$ cat config.mk
export PLATFORM = sky130hd
export DESIGN_NAME = sdio_ext_cmd_decoder
export DESIGN_NICKNAME = d
export VERILOG_FILES = /design/src/rtl/sdx_pkg.sv /design/src/rtl/sdx_arg_decode.sv /design/src/rtl/sdx_state_fsm.sv /design/src/rtl/sdio_ext_cmd_decoder.sv
export SDC_FILE = /design/constraint.sdc
export NUM_CORES = 1
export LEC_CHECK = 0
export BUFFER_PORTS_ARGS = -buffer_cell sky130_fd_sc_hd__buf_2
export CELL_PAD_IN_SITES_DETAIL_PLACEMENT = 1
export CELL_PAD_IN_SITES_GLOBAL_PLACEMENT = 1
export CORE_UTILIZATION = 28
export CTS_CLUSTER_DIAMETER = 50
export DETAILED_ROUTE_END_ITERATION = 12
export PLACE_DENSITY = 0.82
export REMOVE_ABC_BUFFERS = 1
export SLEW_MARGIN = 25
export SYNTH_ARGS = -nofsm -noshare
export SYNTH_HDL_FRONTEND = slang
export SYNTH_SLANG_ARGS = --single-unit
$ cat constraint.sdc
create_clock -name clk -period 3 [get_ports clk]
set_input_delay 0 -clock clk [delete_from_list [all_inputs] [get_ports clk]]
set_output_delay 0 -clock clk [all_outputs]
set_load 0.005 [all_outputs]
$ cat src/rtl/sdx_pkg.sv
package sdx_pkg;
    typedef enum logic [1:0] {
        RSP_NONE = 2'd0,
        RSP_R1   = 2'd1,
        RSP_R5   = 2'd2
    } rsp_e;

    typedef enum logic {
        CS_CMD  = 1'b0,
        CS_XFER = 1'b1
    } card_st_e;
endpackage

$ cat src/rtl/sdx_arg_decode.sv
module sdx_arg_decode #(
    parameter int FUNC_W   = 3,
    parameter int ADDR_W   = 17,
    parameter int CNT_W    = 9,
    parameter int BLEN_W   = 12,
    parameter int MAX_BLEN = 2048
) (
    input  logic [31:0]                     arg,
    input  logic [31:0]                     ocr,
    input  logic [(1<<FUNC_W)*BLEN_W-1:0]   blen_tbl,
    output logic                            d_write,
    output logic [FUNC_W-1:0]               d_func,
    output logic [ADDR_W-1:0]               d_addr,
    output logic                            d_incr,
    output logic                            d_blk,
    output logic [BLEN_W-1:0]               d_unit_len,
    output logic [CNT_W:0]                  d_units,
    output logic                            d_endless,
    output logic                            func_bad,
    output logic                            blen_bad
);
    localparam int DIR_BIT  = 31;
    localparam int FUNC_LSB = 28;
    localparam int BLK_BIT  = 27;
    localparam int INC_BIT  = 26;
    localparam int ADDR_LSB = 9;
    localparam int UNITS_W  = CNT_W + 1;
    localparam logic [BLEN_W-1:0]  MAX_B     = BLEN_W'(MAX_BLEN);
    localparam logic [UNITS_W-1:0] FULL_CNT  = UNITS_W'(1) << CNT_W;

    logic [CNT_W-1:0]  cnt;
    logic [BLEN_W-1:0] sel_blen;
    logic [FUNC_W-1:0] func_cnt;

    always_comb begin
        d_write  = arg[DIR_BIT];
        d_func   = arg[FUNC_LSB +: FUNC_W];
        d_blk    = arg[BLK_BIT];
        d_incr   = arg[INC_BIT];
        d_addr   = arg[ADDR_LSB +: ADDR_W];
        cnt      = arg[CNT_W-1:0];
        func_cnt = ocr[FUNC_LSB +: FUNC_W];
        sel_blen = blen_tbl[d_func*BLEN_W +: BLEN_W];

        func_bad = (d_func > func_cnt);
        blen_bad = d_blk && ((sel_blen == '0) || (sel_blen > MAX_B));

        d_unit_len = d_blk ? sel_blen : BLEN_W'(1);
        d_endless  = d_blk && (cnt == '0);
        if (cnt != '0)
            d_units = {1'b0, cnt};
        else if (d_blk)
            d_units = '0;
        else
            d_units = FULL_CNT;
    end
endmodule

$ cat src/rtl/sdx_state_fsm.sv
module sdx_state_fsm
    import sdx_pkg::*;
(
    input  logic     clk,
    input  logic     rst_n,
    input  logic     cmd_vld,
    input  logic     func_bad,
    input  logic     blen_bad,
    input  logic     xfer_end,
    output logic     load,
    output card_st_e state_q,
    output logic     rsp_vld,
    output rsp_e     rsp_type,
    output logic     addr_err
);
    card_st_e state_d;

    assign load = cmd_vld && !func_bad && !blen_bad;

    always_comb begin
        state_d = state_q;
        unique case (state_q)
            CS_CMD:  if (load) state_d = CS_XFER;
            CS_XFER: if (!cmd_vld && xfer_end) state_d = CS_CMD;
            default: state_d = CS_CMD;
        endcase
    end

    always_ff @(posedge clk) begin
        if (!rst_n) state_q <= CS_CMD;
        else        state_q <= state_d;
    end

    always_ff @(posedge clk) begin
        if (!rst_n) begin
            rsp_vld  <= 1'b0;
            rsp_type <= RSP_NONE;
            addr_err <= 1'b0;
        end else if (cmd_vld) begin
            rsp_vld  <= 1'b1;
            addr_err <= func_bad;
            if (func_bad)      rsp_type <= RSP_R5;
            else if (blen_bad) rsp_type <= RSP_R1;
            else               rsp_type <= RSP_R5;
        end else begin
            rsp_vld  <= 1'b0;
        end
    end


    rsp_pulse_chk: assert property (@(posedge clk) disable iff (!rst_n)
        cmd_vld |=> rsp_vld);

    rsp_quiet_chk: assert property (@(posedge clk) disable iff (!rst_n)
        !cmd_vld |=> !rsp_vld && $stable(rsp_type) && $stable(addr_err));

    func_err_chk: assert property (@(posedge clk) disable iff (!rst_n)
        cmd_vld && func_bad |=> addr_err && rsp_type == RSP_R5 && $stable(state_q));

    accept_chk: assert property (@(posedge clk) disable iff (!rst_n)
        load |=> state_q == CS_XFER && rsp_type == RSP_R5 && !addr_err);

    finish_chk: assert property (@(posedge clk) disable iff (!rst_n)
        state_q == CS_XFER && xfer_end && !cmd_vld |=> state_q == CS_CMD);
endmodule

$ cat src/rtl/sdio_ext_cmd_decoder.sv
module sdio_ext_cmd_decoder
    import sdx_pkg::*;
#(
    parameter int FUNC_W   = 3,
    parameter int ADDR_W   = 17,
    parameter int CNT_W    = 9,
    parameter int BLEN_W   = 12,
    parameter int MAX_BLEN = 2048
) (
    input  logic                            clk,
    input  logic                            rst_n,
    input  logic                            cmd_vld,
    input  logic [31:0]                     cmd_arg,
    input  logic [31:0]                     io_ocr,
    input  logic [(1<<FUNC_W)*BLEN_W-1:0]   blk_len_tbl,
    input  logic                            xfer_end,
    output logic                            xfer_write,
    output logic [FUNC_W-1:0]               xfer_func,
    output logic [ADDR_W-1:0]               xfer_addr,
    output logic                            xfer_incr,
    output logic                            xfer_blk_mode,
    output logic [BLEN_W-1:0]               xfer_unit_len,
    output logic [CNT_W:0]                  xfer_units,
    output logic                            xfer_endless,
    output logic                            card_state,
    output logic                            rsp_vld,
    output logic [1:0]                      rsp_type,
    output logic                            addr_err
);
    logic              d_write, d_incr, d_blk, d_endless, func_bad, blen_bad, load;
    logic [FUNC_W-1:0] d_func;
    logic [ADDR_W-1:0] d_addr;
    logic [BLEN_W-1:0] d_unit_len;
    logic [CNT_W:0]    d_units;
    card_st_e          st;
    rsp_e              rsp;

    sdx_arg_decode #(
        .FUNC_W(FUNC_W), .ADDR_W(ADDR_W), .CNT_W(CNT_W),
        .BLEN_W(BLEN_W), .MAX_BLEN(MAX_BLEN)
    ) u_dec (
        .arg(cmd_arg), .ocr(io_ocr), .blen_tbl(blk_len_tbl),
        .d_write(d_write), .d_func(d_func), .d_addr(d_addr), .d_incr(d_incr),
        .d_blk(d_blk), .d_unit_len(d_unit_len), .d_units(d_units),
        .d_endless(d_endless), .func_bad(func_bad), .blen_bad(blen_bad)
    );

    sdx_state_fsm u_fsm (
        .clk(clk), .rst_n(rst_n), .cmd_vld(cmd_vld), .func_bad(func_bad),
        .blen_bad(blen_bad), .xfer_end(xfer_end), .load(load),
        .state_q(st), .rsp_vld(rsp_vld), .rsp_type(rsp), .addr_err(addr_err)
    );

    always_ff @(posedge clk) begin
        if (!rst_n) begin
            xfer_write    <= 1'b0;
            xfer_func     <= '0;
            xfer_addr     <= '0;
            xfer_incr     <= 1'b0;
            xfer_blk_mode <= 1'b0;
            xfer_unit_len <= '0;
            xfer_units    <= '0;
            xfer_endless  <= 1'b0;
        end else if (load) begin
            xfer_write    <= d_write;
            xfer_func     <= d_func;
            xfer_addr     <= d_addr;
            xfer_incr     <= d_incr;
            xfer_blk_mode <= d_blk;
            xfer_unit_len <= d_unit_len;
            xfer_units    <= d_units;
            xfer_endless  <= d_endless;
        end
    end

    assign card_state = st;
    assign rsp_type   = rsp;


    blen_hold_chk: assert property (@(posedge clk) disable iff (!rst_n)
        cmd_vld && blen_bad && !func_bad |=> rsp_type == 2'd1 && !addr_err
            && $stable(xfer_unit_len) && $stable(xfer_units) && $stable(xfer_func));

    endless_chk: assert property (@(posedge clk) disable iff (!rst_n)
        xfer_endless |-> xfer_blk_mode && xfer_units == '0);
endmodule

==> out/results.ini <==
[worst_setup_path]
slowest_delay_ns=0.53
critical_path_start_type=input pin
critical_path_class=input pin to flip-flop
path_buf_inv=3
worstPathMaxFanout=8
reg2reg_slack_ns=2.27
path_cells=buf_2 > mux4_2 > mux2_2 > or3_1 > o31ai_1 > buf_4 > o31ai_4 > buf_4 > or4_1 > o21ai_1
critPathMostFrequentCell=sky130_fd_sc_hd__buf_4
critPathSlowestCell=sky130_fd_sc_hd__mux4_2
critical_path_required_ns=3.23
arrival_ns=2.70
worstSetupEndpointType=flip-flop
cp_top_family=simple AND/OR/NAND/NOR gates

[finish]
final_net_count=672
fillCellCount=1197
finalCoreUtilization=0.4397
final-instance-count-excl-fill=639
drive_above_1_share=0.4585
n_antenna_cell=0
flow.area_growth_from_synthesis_pct=50.06

[clock_tree]
clock_pin_slew_on_the_worst_setup_and_hold_paths_ns=0.09
cts_sinks=51
cts_stage_hold_buffer_count=30
post_cts_buffers=0
ctsRootBufferMaster=sky130_fd_sc_hd__clkbuf_8
post_cts_resized=0
clk-insertion-delay-late_ns=0.29
cts_buffers=5
tritoncts=yes
max_root_sink_buffers=2
htree_num_levels=2

[logic_synthesis]
synth_ff_type=sky130_fd_sc_hd__dfxtp_1
post-synth-top-area-cell=sky130_fd_sc_hd__dfxtp_1
post-synth-top-count-cell=sky130_fd_sc_hd__nand2_1
synthesis.instances=297
synth_sequential_area_ratio=0.3501
yosys-top-cells-count=sky130_fd_sc_hd__nand2_1 (88), sky130_fd_sc_hd__dfxtp_1 (51), sky130_fd_sc_hd__mux2i_1 (43), sky130_fd_sc_hd__mux4_2 (24), sky130_fd_sc_hd__clkbuf_1 (13)
post_synth_main_area_contributors=sky130_fd_sc_hd__dfxtp_1 (35%), sky130_fd_sc_hd__mux4_2 (19%), sky130_fd_sc_hd__mux2i_1 (15%)
syn_area_um2=2917
synthDominantCellAreaShare=0.3501
synthesis.area_per_instance_um2=9.820
library_cells_used_by_synthesis=39
fraction_of_synthesis_flops_using_an_asynchronous_set_or_reset_pin=0
synth_edf_count=0
flip_flop_and_latch_count_after_synthesis=51
yosys_warnings=0

[timing]
timing.clock.skew_ns=0
max_freq_mhz=405.1
report.final.slew_viol_count=0
setup-violations-final=0
finalHoldViolations=0
timing.slew.headroom=0.4844
layout_worst_path_cycle_share=0.8229
fin_ws_ns=0.5312
period_needed_ns=2.469
timing_worst_slew_pin_value_ns=0.7734
rsz_0062_raised_after_global_routing=false
setup-tns-final_ns=0

[detailed_routing]
drt_pass1_iterations=4
dr_total_vias=2971
number_of_vias_per_cell_after_detailed_routing=4.649
routed_wire_length_mm=9.104
routedWlPerCell_um=14.25
drc_viols=0
route.antenna.remaining_nets=0
drt_first_iter_violations=90

[status]
run_status=finished clean

[flow_run]
timing.max_cap.violations=0

[pwr]
power.leakage_uw=0.002049
irDropWorstVdd_mv=0.1842
power_density_nw_per_um2=360.5
power.total_uw=1578

[die]
die_x_um=104.1
die_area_um2=10830
design.core.area_um2=9955
rows=36
top_level_ports=215
die_h_um=104.1
floorplan.initialDensity=0.2930

[placement]
place_worst_setup_slack_ns=0.1516
io_buffer_count=185
placed_cells=601
dp_hpwl_mm=7.373
final_estimated_routing_congestion_in_global_placement=0.8146

[grt]
via_count_of_the_first_global_routing_pass=3202
grt_pass1_wl_mm=14.99
grt_start_max_net_pins=49
grtUsageTotal=0.1689
grt_antenna_before_repair=0
overflow=0

[hold_path]
hp-class=input pin to flip-flop

==> worst min-delay path, cell delays in order <==
cell and delay [ns]:
sky130_fd_sc_hd__buf_2 0.07, sky130_fd_sc_hd__nand3b_1 0.07, sky130_fd_sc_hd__o211a_1 0.13
==> cells in the final DEF, fill, tap and decap left out, types with 2 or more instances in the layout <==
cell and instances:
sky130_fd_sc_hd__inv_1 5, sky130_fd_sc_hd__and2_1 4, sky130_fd_sc_hd__buf_12 3, sky130_fd_sc_hd__mux2i_1 43, sky130_fd_sc_hd__o21ai_1 4, sky130_fd_sc_hd__buf_2 185
sky130_fd_sc_hd__nand2_1 88, sky130_fd_sc_hd__or3_1 2, sky130_fd_sc_hd__ha_1 3, sky130_fd_sc_hd__nand3_1 2, sky130_fd_sc_hd__dfxtp_1 51, sky130_fd_sc_hd__nor2b_1 6
sky130_fd_sc_hd__a21oi_1 2, sky130_fd_sc_hd__or4_1 5, sky130_fd_sc_hd__clkinv_2 3, sky130_fd_sc_hd__o21ai_0 6, sky130_fd_sc_hd__mux4_2 24, sky130_fd_sc_hd__nand2b_1 2
sky130_fd_sc_hd__clkbuf_8 5, sky130_fd_sc_hd__mux2_2 3, sky130_fd_sc_hd__buf_4 6, sky130_fd_sc_hd__nor2_1 6, sky130_fd_sc_hd__dlygate4sd3_1 30
==> cell families (layout without fill, tap and decap cells) <==
family / after synthesis / in the layout / share of synthesized area
DFF: 51 / 51 / 0.3501
buffers and inverters: 28 / 237 / 0.04805
AOI/OAI and AO/OA: 24 / 24 / 0.06007
muxes: 70 / 70 / 0.3445
adders and majority gates: 3 / 3 / 0.01287
xor gates and xnor gates: 1 / 1 / 0.003004
and+or+nand+nor: 120 / 120 / 0.1815
==> layer usage <==
layer  track usage  part of all wire  vias to the layer above
met1        0.1865              0.40                     1376
met3       0.02444             0.053                        8
met5             0                 0                        -
met4       0.03776             0.011                        0
li1              -                 -                     1467
met2        0.3352              0.53                      120
==> power by group <==
group	leakage, uW	internal (uW)	switching (uW)
Clock	0.0000477	160	218
Combinational	0.00159	259	199
Sequential	0.000416	720	21.1
Total	0.00205	1140	439
==> stage by stage <==
stage                     hold WS [ns]  area, um^2
after global routing           0.02504        4377
after CTS                     0.008960        4377
final                          0.02248        4377
after floorplan                 0.1002        2795
after detailed placement        0.2542        3993
after global placement          0.2464        3993
==> flip-flops by register name, summed over array words and instances (netlist names), 2 cells and up <==
| register | flops |
|---|---|
| xfer_unit_len | 12 |
| xfer_func | 3 |
| xfer_units | 10 |
| u_fsm.rsp_type | 2 |
| xfer_addr | 17 |
==> final cells by class <==
class | instances | area, um^2 | share of cell area
repair buffers | 224 | 1331 | 0.3042
clock inverters | 3 | 15.01 | 0.003431
inverters | 5 | 18.77 | 0.004288
multi-input cells | 218 | 1755 | 0.4011
flip-flops and latches | 51 | 1021 | 0.2333
well taps | 133 | 166.4 | 0.03802
clock buffers | 5 | 68.82 | 0.01572
==> final timing paths <==
| path | from | to | depth (start not counted) |
|---|---|---|---|
| hold reg to reg | xfer_blk_mode$_SDFFE_PN0P_ | xfer_blk_mode$_SDFFE_PN0P_ | 2 |
| setup / recovery | cmd_arg[28] | xfer_unit_len[1]$_SDFFE_PN0P_ | 10 |
| setup reg to reg | u_fsm.rsp_type[0]$_SDFFE_PN0P_ | u_fsm.rsp_type[0]$_SDFFE_PN0P_ | 2 |
| hold / removal | xfer_end | u_fsm.state_q$_SDFF_PN0_ | 3 |
No activity file was read; power rests on OpenSTA's default activity.
